$ cat config.mk
export PLATFORM = sky130hd
export DESIGN_NAME = eisc_top
export DESIGN_NICKNAME = d
export VERILOG_FILES = /design/src/rtl/eisc_pkg.sv /design/src/rtl/eisc_sync.sv /design/src/rtl/eisc_line.sv /design/src/rtl/eisc_regs.sv /design/src/rtl/eisc_prio.sv /design/src/rtl/eisc_top.sv
export SDC_FILE = /design/constraint.sdc
export NUM_CORES = 1
export LEC_CHECK = 0
export ABC_AREA = 1
export BUFFER_PORTS_ARGS = -buffer_cell sky130_fd_sc_hd__buf_2
export CAP_MARGIN = 10
export CELL_PAD_IN_SITES_DETAIL_PLACEMENT = 0
export CELL_PAD_IN_SITES_GLOBAL_PLACEMENT = 2
export CORE_MARGIN = 3
export CORE_UTILIZATION = 31
export DETAILED_ROUTE_END_ITERATION = 16
export HOLD_SLACK_MARGIN = 0.02
export PLACE_DENSITY_LB_ADDON = 0.1
export SYNTH_ARGS = -nofsm -noshare
export SYNTH_HDL_FRONTEND = slang
export SYNTH_HIERARCHICAL = 1
export SYNTH_SLANG_ARGS = --single-unit
$ cat constraint.sdc
create_clock -name clk -period 1.3 [get_ports clk]
set_input_delay 0.195 -clock clk [delete_from_list [all_inputs] [get_ports clk]]
set_output_delay 0.195 -clock clk [all_outputs]
set_load 0.02 [all_outputs]
$ cat src/rtl/eisc_pkg.sv
package eisc_pkg;
  typedef enum logic [1:0] {
    SENSE_LOW  = 2'b00,
    SENSE_FALL = 2'b01,
    SENSE_RISE = 2'b10,
    SENSE_BOTH = 2'b11
  } sense_e;

  localparam int unsigned ADDR_CTRL   = 0;
  localparam int unsigned ADDR_ENABLE = 1;
  localparam int unsigned ADDR_STATUS = 2;
  localparam int unsigned ADDR_SENSE0 = 3;
endpackage

$ cat src/rtl/eisc_sync.sv
// Multi-stage synchroniser with a one-cycle history register for edge finding.
module eisc_sync #(
  parameter int unsigned W      = 9,
  parameter int unsigned STAGES = 2
) (
  input  logic         clk,
  input  logic         rst_n,
  input  logic [W-1:0] din,
  output logic [W-1:0] sync_o,
  output logic [W-1:0] prev_o
);
  logic [W-1:0] chain [STAGES];
  logic [W-1:0] hist;

  always_ff @(posedge clk or negedge rst_n) begin
    if (!rst_n) begin
      for (int s = 0; s < int'(STAGES); s++) chain[s] <= '1;
      hist <= '1;
    end else begin
      chain[0] <= din;
      for (int s = 1; s < int'(STAGES); s++) chain[s] <= chain[s-1];
      hist <= chain[STAGES-1];
    end
  end

  assign sync_o = chain[STAGES-1];
  assign prev_o = hist;
endmodule

$ cat src/rtl/eisc_line.sv
// Per-line sense logic: edge flag in edge modes, live level in low mode.
module eisc_line
  import eisc_pkg::*;
(
  input  logic   clk,
  input  logic   rst_n,
  input  logic   sync_i,
  input  logic   prev_i,
  input  sense_e mode_i,
  input  logic   clr_i,
  output logic   hit_o,
  output logic   flag_o,
  output logic   pend_o
);
  logic flag_q;

  always_comb begin
    unique case (mode_i)
      SENSE_FALL: hit_o = prev_i & ~sync_i;
      SENSE_RISE: hit_o = ~prev_i & sync_i;
      SENSE_BOTH: hit_o = prev_i ^ sync_i;
      default:    hit_o = 1'b0;
    endcase
  end

  always_ff @(posedge clk or negedge rst_n) begin
    if (!rst_n)                  flag_q <= 1'b0;
    else if (mode_i == SENSE_LOW) flag_q <= 1'b0;
    else                          flag_q <= hit_o | (flag_q & ~clr_i);
  end

  assign flag_o = flag_q;
  assign pend_o = (mode_i == SENSE_LOW) ? ~sync_i : flag_q;
endmodule

$ cat src/rtl/eisc_regs.sv
// Register file: polarity, enable, sense fields, read mux, status clear vector.
module eisc_regs
  import eisc_pkg::*;
#(
  parameter int unsigned N  = 8,
  parameter int unsigned AW = 3,
  parameter int unsigned DW = 8
) (
  input  logic          clk,
  input  logic          rst_n,
  input  logic          wr_en,
  input  logic [AW-1:0] addr,
  input  logic [DW-1:0] wdata,
  input  logic [N-1:0]  pend_i,
  output logic [N-1:0]  en_o,
  output sense_e        mode_o [N],
  output logic          pol_o,
  output logic [N-1:0]  clr_o,
  output logic [DW-1:0] rdata_o
);
  localparam int unsigned SBITS = 2 * N;

  logic [N-1:0]     en_q;
  logic [SBITS-1:0] sense_q;
  logic             pol_q;

  always_ff @(posedge clk or negedge rst_n) begin
    if (!rst_n) begin
      en_q    <= '0;
      sense_q <= '0;
      pol_q   <= 1'b0;
    end else if (wr_en) begin
      if (addr == AW'(ADDR_CTRL))   pol_q <= wdata[0];
      if (addr == AW'(ADDR_ENABLE)) en_q  <= wdata[N-1:0];
      for (int k = 0; k < int'(SBITS); k++) begin
        if (addr == AW'(ADDR_SENSE0 + k / DW)) sense_q[k] <= wdata[k % DW];
      end
    end
  end

  for (genvar i = 0; i < int'(N); i++) begin : g_mode
    assign mode_o[i] = sense_e'(sense_q[2*i +: 2]);
  end

  assign en_o  = en_q;
  assign pol_o = pol_q;
  assign clr_o = (wr_en && addr == AW'(ADDR_STATUS)) ? ~wdata[N-1:0] : '0;

  always_comb begin
    rdata_o = '0;
    if (addr == AW'(ADDR_CTRL))        rdata_o[0]     = pol_q;
    else if (addr == AW'(ADDR_ENABLE)) rdata_o[N-1:0] = en_q;
    else if (addr == AW'(ADDR_STATUS)) rdata_o[N-1:0] = pend_i;
    else begin
      for (int k = 0; k < int'(SBITS); k++) begin
        if (addr == AW'(ADDR_SENSE0 + k / DW)) rdata_o[k % DW] = sense_q[k];
      end
    end
  end
endmodule

$ cat src/rtl/eisc_prio.sv
// Fixed-priority selector: lowest set index wins.
module eisc_prio #(
  parameter int unsigned N  = 8,
  parameter int unsigned IW = 3
) (
  input  logic [N-1:0]  req_i,
  output logic          valid_o,
  output logic [IW-1:0] idx_o
);
  always_comb begin
    valid_o = |req_i;
    idx_o   = '0;
    for (int i = int'(N) - 1; i >= 0; i--) begin
      if (req_i[i]) idx_o = IW'(i);
    end
  end
endmodule

$ cat src/rtl/eisc_top.sv
module eisc_top
  import eisc_pkg::*;
#(
  parameter int unsigned N_LINES = 8,
  parameter int unsigned ADDR_W  = 3,
  parameter int unsigned DATA_W  = 8,
  parameter int unsigned SYNC_STAGES = 2,
  localparam int unsigned IDX_W  = (N_LINES > 1) ? $clog2(N_LINES) : 1
) (
  input  logic               clk,
  input  logic               rst_n,
  input  logic               nmi_pin,
  input  logic [N_LINES-1:0] irq_pin,
  input  logic               bus_wr,
  input  logic [ADDR_W-1:0]  bus_addr,
  input  logic [DATA_W-1:0]  bus_wdata,
  output logic [DATA_W-1:0]  bus_rdata,
  output logic               nmi_req,
  output logic               irq_valid,
  output logic [IDX_W-1:0]   irq_idx
);
  localparam int unsigned W = N_LINES + 1;

  logic [W-1:0]       sync_all, prev_all;
  logic [N_LINES-1:0] en_q, clr_vec, hit_vec, flag_vec, pend_vec;
  sense_e             mode_vec [N_LINES];
  logic               pol_q;

  eisc_sync #(.W(W), .STAGES(SYNC_STAGES)) u_sync (
    .clk    (clk),
    .rst_n  (rst_n),
    .din    ({nmi_pin, irq_pin}),
    .sync_o (sync_all),
    .prev_o (prev_all)
  );

  eisc_regs #(.N(N_LINES), .AW(ADDR_W), .DW(DATA_W)) u_regs (
    .clk     (clk),
    .rst_n   (rst_n),
    .wr_en   (bus_wr),
    .addr    (bus_addr),
    .wdata   (bus_wdata),
    .pend_i  (pend_vec),
    .en_o    (en_q),
    .mode_o  (mode_vec),
    .pol_o   (pol_q),
    .clr_o   (clr_vec),
    .rdata_o (bus_rdata)
  );

  for (genvar i = 0; i < int'(N_LINES); i++) begin : g_line
    eisc_line u_line (
      .clk    (clk),
      .rst_n  (rst_n),
      .sync_i (sync_all[i]),
      .prev_i (prev_all[i]),
      .mode_i (mode_vec[i]),
      .clr_i  (clr_vec[i]),
      .hit_o  (hit_vec[i]),
      .flag_o (flag_vec[i]),
      .pend_o (pend_vec[i])
    );
  end

  eisc_prio #(.N(N_LINES), .IW(IDX_W)) u_prio (
    .req_i   (pend_vec & en_q),
    .valid_o (irq_valid),
    .idx_o   (irq_idx)
  );

  // Nonmaskable path: no enable term anywhere on it.
  assign nmi_req = pol_q ? (~prev_all[N_LINES] & sync_all[N_LINES])
                         : (prev_all[N_LINES] & ~sync_all[N_LINES]);
endmodule

; ---- After elaboration in Yosys (flattened, before gate mapping)
; Index checks and enable logic that the tools add are counted.
[totals]
reg_bits = 60
inputBits = 23
elab_cells = 182
output_inout_bits = 13
[op_classes]
n_eq_ne = 28
mux = 54
bitwise = 70
n_reduce_logical = 15
[ops]
columns = operator, count
row1 = 2-to-1 mux 1 bit, 34
row2 = equality test 2 bit (second input constant), 16
row3 = AND 1 bit, 26
row4 = NOT 1 bit, 26
row5 = 2-to-1 mux 3 bit, 8
row6 = 2-to-1 mux 8 bit, 3
row7 = case mux 1 bit (3 select lines), 8
row8 = equality test 2 x 1 -> 1 bit (second input constant), 8
row9 = zero test 2 bit, 8
row10 = AND 8 bit, 1
row11 = NOT 8 bit, 1
row12 = OR 1 bit, 8
row13 = AND reduction 2 bit, 4
row14 = OR reduction 8 bit, 1
row15 = bitwise XOR 1 bit, 8
row16 = 2-to-1 mux 7 bit, 1
row17 = equality test 3 x 2 -> 1 bit (second input constant), 2
row18 = equality test 3 x 1 -> 1 bit (second input constant), 1
row19 = equality test 3 bit (second input constant), 1
row20 = zero test 3 bit, 1
row21 = logical AND 1 bit, 1

; ---- Longest topological paths before layout
; Gate-level depths: netlist of the first run.
[logic_depth]
depth_word = 11
mapped_depth = 13
ltp_nobuf = 13

; ---- Cells and area by module
; The synthesis of the first run kept the hierarchy.
[modules_own_cells]
columns = mod, seq_area_each_um2, cells_per_inst, area_per_inst_um2, instances
row1 = eisc_regs, 625.6, 186, 1448.9, 1
row2 = eisc_line, 25.0, 22, 127.6, 8
row3 = eisc_sync, 709.4, 36, 777.0, 1
row4 = eisc_prio, 0.0, 22, 98.8, 1
row5 = eisc_top, 0.0, 22, 85.1, 1

; ---- Worst setup path after synthesis of the first run
; Ideal clock, no wire load.
[synth_timing]
path_type = reg2out
start = register u_regs.sense_q[10]
end = output port irq_idx[0]
slack_ps = -348
t_arrival_ps = 1453
path_stages_with_launch = 12
path_cell_list = dfrtp_1 > nor2_1 > inv_1 > o21ai_0 > nand2_1 > inv_1 > inv_1 > nand2_1 > nand2_1 > nand2_1 > nand2_1 > a21oi_1
[synth_between]
elab_chain_len = 9
[synth_rtl]
columns = item, line
row1 = "start, declared", eisc_regs.sv:24  ; logic [SBITS-1:0] sense_q;
row2 = "start signal, assigned by index", eisc_regs.sv:36  ; if (addr == AW'(ADDR_SENSE0 + k / DW)) sense_q[k] <= wdata[k % DW];
row3 = zero test 2 bit, eisc_line.sv:33  ; assign pend_o = (mode_i == SENSE_LOW) ? ~sync_i : flag_q;
row4 = 2-to-1 mux 1 bit, eisc_line.sv:33
row5 = named net pend_vec[5], eisc_top.sv:25  ; logic [N_LINES-1:0] en_q, clr_vec, hit_vec, flag_vec, pend_vec;
row6 = AND 8 bit, eisc_top.sv:66  ; .req_i (pend_vec & en_q),
row7 = 2-to-1 mux 3 bit (6 in a row), eisc_prio.sv:14  ; if (req_i[i]) idx_o = IW'(i);
row8 = "end, declared", eisc_top.sv:20  ; output logic [IDX_W-1:0] irq_idx
; The timed path passes the listed nets, and every way through them passes these cells.

; ---- Worst setup path in the final report of the first run
[layout_timing]
start = register u_regs.sense_q[15]
end = output port irq_valid
[layout_between]
elab_chain_len = 4
[layout_rtl]
columns = item, line
row1 = zero test 2 bit, eisc_line.sv:33
row2 = 2-to-1 mux 1 bit, eisc_line.sv:33
row3 = named net pend_vec[7], eisc_top.sv:25
row4 = AND 8 bit, eisc_top.sv:66
row5 = OR reduction 8 bit, eisc_prio.sv:11  ; valid_o = |req_i;
row6 = "end, declared", eisc_top.sv:19  ; output logic irq_valid,
; The timed path passes the listed nets, and every way through them passes these cells.

==> impl_results.md, run 1 <==
- Status: finished with violations
- Failing checks: setup timing
- Worst-Margin Slew: 0.333 ns
- Max cap viols: 0
- Gate Count Post-Synth: 434
- Post-route ant nets: 0
- Synth Net Count: 473
- WHS: 0.0924 ns
- Core ar.: 0.0105 mm²
- Netlist Area Pre-Place: 0.00340 mm²
- CP Capture Type: primary output
- RSZ-0062 raised after global routing: true
- Vias: 3021
- Fraction of layout cells with a size suffix above 1: 51.5%
- Peak supply drop: 0.668 mV
- Yosys warns: 6
- Skew final: 0.0119 ns
- Row cnt: 37
- Initial antenna violation count: 0
- Hold Crit Class: input port to flop
- Max FO, Critical Path: 3
- Diode count: 0
- P_int: 4420 µW
- CTS tree: yes
- DR iter-0 viols: 98
- Die width: 111 µm
- WP data required: 1.11 ns
- Routed wire length: 8910 µm
- Seq pwr share: 35.2%
- Area growth, synth to finish: 49.0%
- Reg-to-reg endpoint: g_line[7].u_line/flag_o
- Syn Area/Cell: 7.84 µm²
- Clk sinks: 60
- Die Height: 111 µm
- CP arrival: 1.80 ns
- Clock latency on the worst-skew pair: 0.34 ns
- F_max: 0.501 GHz
- Power per cell area: 1300 mW/mm²
- Crit Path Class: flop to primary output
- Depth of the most critical reg-to-reg path: 10
- Util after Layout: 48.2%
- CP Launch Type: flop
- Nets: 595
- NetSw: 2170 µW
- # DRC: 0
- Worst setup slack after layout: -0.694 ns
- Worst r2r src: u_regs/sense_q[15]
- I/O Buffers: 35
- Fin crit share: 153%
- CTS Root Buffer Type: clkbuf_8
- Vias in the first global route: 3104
- Min-Delay Path Depth: 3
- Pwr Total: 6580 µW
- Switching share of power: 32.9%
- DR WL/cell: 12.8 µm
- Final min period: 1.99 ns
- Slew headroom: 77.8%
- Clk buf depth: 2
- Post-DP HPWL: 6500 µm
- Final setup vio count: 16
- Clock group share of total power: 28.2%
- Vias per std cell: 4.33
- Final Hold Viols: 0
- Min-delay src: bus_wdata[7]
- Placer Congestion: 0.758
- Setup slack, reg-to-reg: -0.15 ns
- Leak pwr: 0.00262 µW
- Initial Util: 32.4%
- Final TNS setup: -6.37 ns
- Total Routing Usage GR: 15.4%
- Max-slew violation count: 0
- H-tree depth: 3
- Worst-path clk slew: 0.08 ns
- Grt ovf: 0
- Gate power share: 36.6%
- Hold path endpoint: u_regs/sense_q[7]
- # IOs: 36
- DR pass1 iterations: 4
- Cts bufs inserted: 9
- Die area: 0.0123 mm²
- Largest net degree at the start of global routing: 61
- First-pass GRT wire length: 15100 µm
-- per-layer routing --
metal	up-vias	GRT usage, %	share of wire, %
met3	5	4.04	2.9
li1	1571	-	-
met5	-	0	0
met2	35	25.0	49
met1	1410	20.4	47
met4	0	3.69	0.99
-- area by class of cell --
cell class                      instances  area, µm²
Tap cell                              136        170
Inverter                               88        348
Multi-Input combinational cell        270       1750
Sequential cell                        60       1540
Clock buffer                           10        128
Timing Repair Buffer                  127       1050
Fill cell                            1043       5440
Clock inverter                          6       88.8
-- registers in the layout, summed over array words and instances, names as in the netlist --
name and count:
g_line.u_line/flag_o 8, u_regs/pol_o 1, u_sync/sync_o 9, u_regs/en_o 8, u_sync/prev_o 9, u_sync/chain 9, u_regs/sense_q 16
-- power by group through the flow --
stage / Clock (µW) / Sequential [µW] / Combinational [µW]
4_1_cts: 1940 / 2300 / 2250
5_1_grt: 2020 / 2350 / 2690
3_3_place_gp: 0 / 2320 / 1890
3_5_place_dp: 0 / 2330 / 1910
6_report: 1860 / 2310 / 2410
2_1_floorplan: 0 / 2360 / 1020
-- critical path: stages, from the launching register on --
cell and delay, ns:
dfrtp_1 0.38, nor2_1 0.10, inv_1 0.08, nand2_1 0.08, o21ai_2 0.06, nand2_1 0.08
inv_2 0.04, or2_4 0.27, nor3_4 0.15, nand2_2 0.07, buf_6 0.13
-- worst max path at each step --
stage / slack [ns] / endpoint / startpoint / depth (start not counted)
2_1_floorplan: -0.21 / irq_valid / u_regs/sense_q[12] / 9
3_3_place_gp: -0.40 / irq_idx[0] / u_regs/sense_q[10] / 12
3_5_place_dp: -0.40 / irq_idx[0] / u_regs/sense_q[10] / 12
4_1_cts: -0.73 / irq_valid / u_regs/sense_q[14] / 10
5_1_grt: -0.83 / irq_valid / u_regs/sense_q[15] / 10
6_report: -0.69 / irq_valid / u_regs/sense_q[15] / 10
-- timing repair --
action	CTS	global route
resized for setup	78	44
setup buffers	15	11
hold endpoints to repair	42	0
hold buffers	10	0
pin swaps	23	28
setup endpoints to repair	20	21
-- metrics by stage --
step	area [µm²]	std cells	setup WS, ns
after CTS	4860	689	-0.734
final	5070	697	-0.694
after global placement	4210	656	-0.405
after floorplan	3440	434	-0.209
after detailed placement	4210	656	-0.398
after global routing	5070	697	-0.825
-- placed cells by master, fill, tap and decap left out, drive strengths merged --
master       count
dfrtp           33
nand3           36
a31oi            1
o21ai           33
dlygate4sd3     10
nor3             4
clkinv           2
nand4            9
a21oi            1
buf            117
inv             88
clkinvlp         2
ha              16
dfstp           27
bufinv           2
nor2            49
clkbuf          10
nand2          120
or2              1
(Power assumes the default switching activity.)
==> inputs of run 2 (changes only) <==
Settings changed: CORE_MARGIN 3 to 8.
==> run 2 against run 1 <==
  * The flow still finishes with violations (setup timing)
  * Worst setup slack gained 0.018 ns
  * Via count is 2.0% higher
  * Sequential power is essentially flat
  * Critical endpoint unchanged
  * Sequential cell count is the same
  * Clock skew is 0.0047 ns lower
  * Final area increased by 1.1%
  * Highest routed layer unchanged
  * Largest power group unchanged
  * Wire length increased by 4.8%
==> impl_results.md, run 2 (same netlist as run 1, synthesis figures left out) <==
- Vias: 3081 (+2.0%)
- Largest net degree at the start of global routing: 61 (unchanged)
- Initial antenna violation count: 0 (unchanged)
- Most common cell after layout, fill and taps aside: nand2_1
- Routed wire length: 9330 µm (+4.8%)
- WP data required: 1.11 ns (about the same)
- Worst r2r src: u_sync/sync_o[7]
- Final Hold Viols: 0 (unchanged)
- CP Capture Type: primary output
- Clock latency on the worst-skew pair: 0.34 ns (about the same)
- Nets: 605 (+1.7%)
- Area growth, synth to finish: 50.6%
- CP Capture Point: irq_valid
- Pwr Total: 6370 µW (-3.3%)
- Final TNS setup: -6.16 ns (+0.209 ns)
- Clk buf depth: 2 (unchanged)
- Diode count: 0 (unchanged)
- F_max: 0.506 GHz (+0.91%)
- Number of flip-flops under the largest register name: 16 (unchanged)
- DR iter-0 viols: 66 (-33%)
- Power per cell area: 1240 mW/mm² (-4.3%)
- # DRC: 0 (unchanged)
- Util after Layout: 47.4% (-0.77 points)
- RSZ-0062 raised after global routing: true
- H-tree depth: 3 (unchanged)
- Die area: 0.0146 mm² (+19%)
- Cts bufs inserted: 9 (unchanged)
- Placer Congestion: 0.790 (+4.2%)
- Worst-path clk slew: 0.06 ns (-0.02 ns)
- CP Launch Type: flop
- Largest stage delay, worst path: 0.38 ns (about the same)
- Clk sinks: 60 (unchanged)
- WP depth: 10 (unchanged)
- Critical path's top delay family: simple AND/OR/NAND/NOR gates
- Die width: 121 µm (+9.0%)
- CTS tree: yes
- Row cnt: 38 (+2.7%)
- CTS Root Buffer Type: clkbuf_8
- Failing checks: setup timing
- Slowest CP cell: dfrtp_1
- Grt ovf: 0 (unchanged)
- Final setup vio count: 18 (+2)
- Design area: 0.00512 mm² (+1.1%)
- Setup slack, reg-to-reg: -0.07 ns (+0.08 ns)
- Leak pwr: 0.00266 µW (+1.4%)
- Fraction of layout cells with a size suffix above 1: 50.4% (-1.1 points)
- Vias per std cell: 4.33 (about the same)
- Fin crit share: 152% (-1.4 points)
- DR pass1 iterations: 4 (unchanged)
- Worst path cell trace: nor2_1 > inv_1 > nand2_1 > o21ai_2 > nand2_1 > inv_1 > or2_4 > nor3_4 > nand2_2 > buf_6
- DP Worst Slack: -0.414 ns (-0.0161 ns)
- Total Routing Usage GR: 13.5% (-1.8 points)
- Slew headroom: 77.8% (about the same)
- Max FO, Critical Path: 3 (unchanged)
- Vias in the first global route: 3117 (+0.42%)
- CP arrival: 1.78 ns (-0.02 ns)
- Reg-to-reg endpoint: g_line[7].u_line/flag_o
- DR WL/cell: 13.1 µm (+2.7%)
- Core ar.: 0.0108 mm² (+2.7%)
- Peak supply drop: 0.529 mV (-21%)
- CP startpoint: u_regs/sense_q[14]
- First-pass GRT wire length: 15400 µm (+1.7%)
- Max-slew violation count: 0 (unchanged)
- Worst-Margin Slew: 0.333 ns (-0.000136 ns)
- Final min period: 1.98 ns (-0.0180 ns)
- Placed instance area: 0.00423 mm² (+0.48%)
- Status: finished with violations
- Crit path buf inv count: 3 (unchanged)
- # IOs: 36 (unchanged)
- Hold Crit Class: input port to flop
- Depth of the most critical reg-to-reg path: 9 (-1)
- Die Height: 121 µm (+9.0%)
- Initial Util: 31.5% (-0.85 points)
- Skew final: 0.00713 ns (-0.00473 ns)
- Highest-count cells in the layout ignoring fill and taps: nand2_1, buf_4, inv_1, dfrtp_1
- Largest Register: u_regs/sense_q
- I/O Buffers: 35 (unchanged)
- Max cap viols: 0 (unchanged)
- Min-Delay Path Depth: 3 (unchanged)
- Post-DP HPWL: 6840 µm (+5.1%)
- Worst setup slack after layout: -0.676 ns (+0.0180 ns)
- Crit Path Class: flop to primary output
- Post-route ant nets: 0 (unchanged)
[run 2: cell count changes in the layout (fill, tap and decap cells not counted), sizes merged]
cell	delta
clkinv	-1
clkbuf	+5
buf	+10
clkinvlp	-2
bufinv	-2
[run 2: worst min path at each step]
stage	to	startpoint
after floorplan	g_line[0].u_line/flag_o	rst_n
after global placement	g_line[6].u_line/flag_o	rst_n
after detailed placement	g_line[5].u_line/flag_o	rst_n
after CTS	u_regs/sense_q[7]	bus_wdata[7]
after global routing	u_regs/sense_q[7]	bus_wdata[7]
final	u_regs/sense_q[7]	bus_wdata[7]
[run 2: through the flow]
stage	hold WS, ns	std cells
after floorplan	-0.101	434
after global placement	0.235	662
after detailed placement	0.238	662
after CTS	0.0797	703
after global routing	0.0969	711
final	0.0995	711
[run 2: layer usage]
metal / up-vias / wire length [µm] / track usage, %
met5: - / 0 / 0
met2: 40 / 4490 / 22.3
met4: 0 / 100 / 4.45
met3: 7 / 332 / 3.50
met1: 1453 / 4410 / 16.8
li1: 1581 / - / -
[run 2: cell type report]
cell class / count / area, µm²
fill: 1082 / 5670
multi-input combinational: 270 / 1720
sequential: 60 / 1540
timing repair buffer: 137 / 1150
inverter: 88 / 345
clock buffer: 15 / 186
tap: 140 / 175
clock inverter: 1 / 5.00
[run 2: worst reg2reg max path: stages (launching register included)]
cell and delay, ns:
dfstp_2 0.55, buf_6 0.09, buf_6 0.08, inv_2 0.03
ha_4 0.25, nand2_2 0.05, nand3_2 0.05, nand3_2 0.08
nand2_4 0.06, inv_2 0.02
[run 2: timing repair]
action	4_1_cts	5_1_grt
endpoints found under the hold margin	42	0
setup buffers	17	16
resized for setup	69	53
pin swaps	36	40
hold buffers	10	0
setup endpoints to repair	21	21
[run 2: power breakdown]
part	total, µW	internal, µW	switching [µW]
logic	2420	1210	1220
clock network	1630	900	728
registers	2320	2160	159
==> inputs of run 3 (changes only) <==
Settings changed: CORE_UTILIZATION 31 to 35.
Clock period 1.3 ns to 2.15 ns, I/O delays scaled along.
==> run 3 against run 2 <==
  * The flow now finishes without violations
  * Power is 49% lower
  * Sequential share of layout area grew 8.4 points
  * Die area decreased by 10%
  * Cell count shrank 12%
  * Combinational power shrank 58%
  * Clock power is 48% lower
  * Via count shrank 11%
==> impl_results.md, run 3 (same netlist as run 1, synthesis figures left out) <==
- Status: finished clean
- Die width: 115 µm (-5.1%)
- Grt ovf: 0 (unchanged)
- Fin crit share: 98.1%
- I/O Buffers: 35 (unchanged)
- Final min period: 2.11 ns
- Largest net degree at the start of global routing: 50 (-18%)
- Max-slew violation count: 0 (unchanged)
- H-tree depth: 3 (unchanged)
- Post-route ant nets: 0 (unchanged)
- Clk buf depth: 2 (unchanged)
- P_int: 2120 µW (-50%)
- Vias in the first global route: 2800 (-10%)
- Routed wire length: 8310 µm (-11%)
- Fraction of layout cells with a size suffix above 1: 32.9% (-18 points)
- WP data required: 1.83 ns (+0.72 ns)
- Vias per std cell: 4.38 (+1.1%)
- # DRC: 0 (unchanged)
- Design area: 0.00401 mm² (-22%)
- Vias: 2737 (-11%)
- Clock group share of total power: 26.0% (+0.4 points)
- Cts bufs inserted: 9 (unchanged)
- Diode count: 0 (unchanged)
- Hold Crit Class: input port to flop
- Row cnt: 36 (-5.3%)
- Final TNS setup: 0 ns (+6.16 ns)
- CP arrival: 1.79 ns (about the same)
- # IOs: 36 (unchanged)
- Initial antenna violation count: 0 (unchanged)
- Placed instance area: 0.00373 mm² (-12%)
- Max FO, Critical Path: 3 (unchanged)
- Largest Register: u_regs/sense_q
- RSZ-0062 raised after global routing: true
- NetSw: 1140 µW (-46%)
- First-pass GRT wire length: 14100 µm (-8.3%)
- CP Launch Type: flop
- CTS tree: yes
- Highest-count cells in the layout ignoring fill and taps: nand2_1, inv_1, nand3_1, nor2_1, buf_2
- Core ar.: 0.00959 mm² (-11%)
- Die area: 0.0131 mm² (-10%)
- Post-DP HPWL: 6240 µm (-8.7%)
- Final Hold Viols: 0 (unchanged)
- Die Height: 115 µm (-5.1%)
- DR iter-0 viols: 108 (+64%)
- Seq pwr share: 43.1% (+6.7 points)
- Crit Path Class: flop to primary output
- Nets: 527 (-13%)
- Final setup vio count: 0 (-18)
- Leak pwr: 0.00218 µW (-18%)
- CTS Root Buffer Type: clkbuf_8
- Power per cell area: 812 mW/mm² (-35%)
- Slew headroom: 72.1% (-5.7 points)
- Total Routing Usage GR: 13.9% (+0.44 points)
- Worst-Margin Slew: 0.417 ns (+0.0842 ns)
- Clock latency on the worst-skew pair: 0.33 ns (about the same)
- DR WL/cell: 13.3 µm (+1.2%)
- Skew final: 0.00796 ns (+0.000835 ns)
- Util after Layout: 41.8% (-5.6 points)
- Number of flip-flops under the largest register name: 16 (unchanged)
- Clk sinks: 60 (unchanged)
- Most common cell after layout, fill and taps aside: nand2_1
- Switching share of power: 35.0% (+1.9 points)
- Pwr Total: 3260 µW (-49%)
- Initial Util: 35.4% (+3.9 points)
- DP Cell Count: 601 (-9.2%)
- Non-filler cells, final: 625 (-12%)
- Area growth, synth to finish: 18.0%
- Worst-path clk slew: 0.07 ns (about the same)
- F_max: 0.474 GHz
- Fillers: 994 (-8.1%)
- Peak supply drop: 0.368 mV (-31%)
- Max cap viols: 0 (unchanged)
- DR pass1 iterations: 4 (unchanged)
- Gate power share: 30.9% (-7.2 points)
- Placer Congestion: 0.762 (-3.5%)
- CP Capture Type: primary output
==> run 3: cell count changes in the layout (fill, tap and decap cells not counted), sizes merged <==
cell	before	now
clkinvlp	0	1
clkinv	1	5
clkbuf	15	9
buf	127	58
dlygate4sd3	10	1
==> run 3: layout make-up <==
type / count / area [µm²] / share of cell area (%)
clock inverter: 6 / 32.5 / 0.811
timing repair buffer: 59 / 384 / 9.57
inverter: 88 / 330 / 8.23
sequential: 60 / 1540 / 38.4
multi-input combinational: 270 / 1440 / 35.8
clock buffer: 9 / 124 / 3.09
tap: 133 / 166 / 4.15
==> run 3: final timing paths <==
kind,end,startpoint,cells after the start,slack [ns]
worst min register to register,u_sync/sync_o[7],u_sync/chain[16],0,0.36
max in group asynchronous,u_sync/chain[9],rst_n,3,1.13
min in group asynchronous,u_regs/sense_q[12],rst_n,2,0.40
worst min-delay path,u_sync/chain[12],irq_pin[3],1,0.08
worst max-delay path,irq_idx[2],u_regs/sense_q[12],10,0.04
worst max register to register,g_line[5].u_line/flag_o,u_sync/sync_o[5],7,0.87
==> run 3: what timing repair did <==
action / 4_1_cts / 5_1_grt
setup buffers: 6 / 2
setup endpoints to repair: 6 / 7
resized for setup: 17 / 13
pin swaps: 0 / 4
hold buffers: 1 / 0
hold endpoints to repair: 5 / 0
==> run 3: metrics by stage <==
step,hold WS (ns),setup WS (ns)
2_1_floorplan,0.0269,0.375
3_3_place_gp,0.230,0.110
3_5_place_dp,0.229,0.115
4_1_cts,0.0530,0.00499
5_1_grt,0.0495,-0.105
6_report,0.0792,0.0419
==> run 3: power groups by stage <==
stage	sequential (µW)	combinational (µW)	clock (µW)
after floorplan	1430	574	0
after global placement	1440	889	0
after detailed placement	1440	894	0
after CTS	1400	988	897
after global routing	1430	1150	946
final	1410	1010	848
==> run 3: worst max-delay path, stage by stage (launching register included) <==
cell     delay (ns)
dfrtp_2        0.41
nor2_1         0.10
inv_1          0.07
nand2_1        0.07
o21ai_2        0.07
nand2_2        0.09
inv_2          0.04
or2_1          0.24
nor3_2         0.14
nor2_1         0.07
buf_4          0.15
==> run 3: routing by layer <==
layer  track usage, %  up-vias  part of all wire (%)
met2             21.8       34                    45
li1                 -     1423                     -
met1             18.2     1271                    49
met5                0        -                     0
met4             4.70        0                   1.5
met3             3.59        9                   3.6
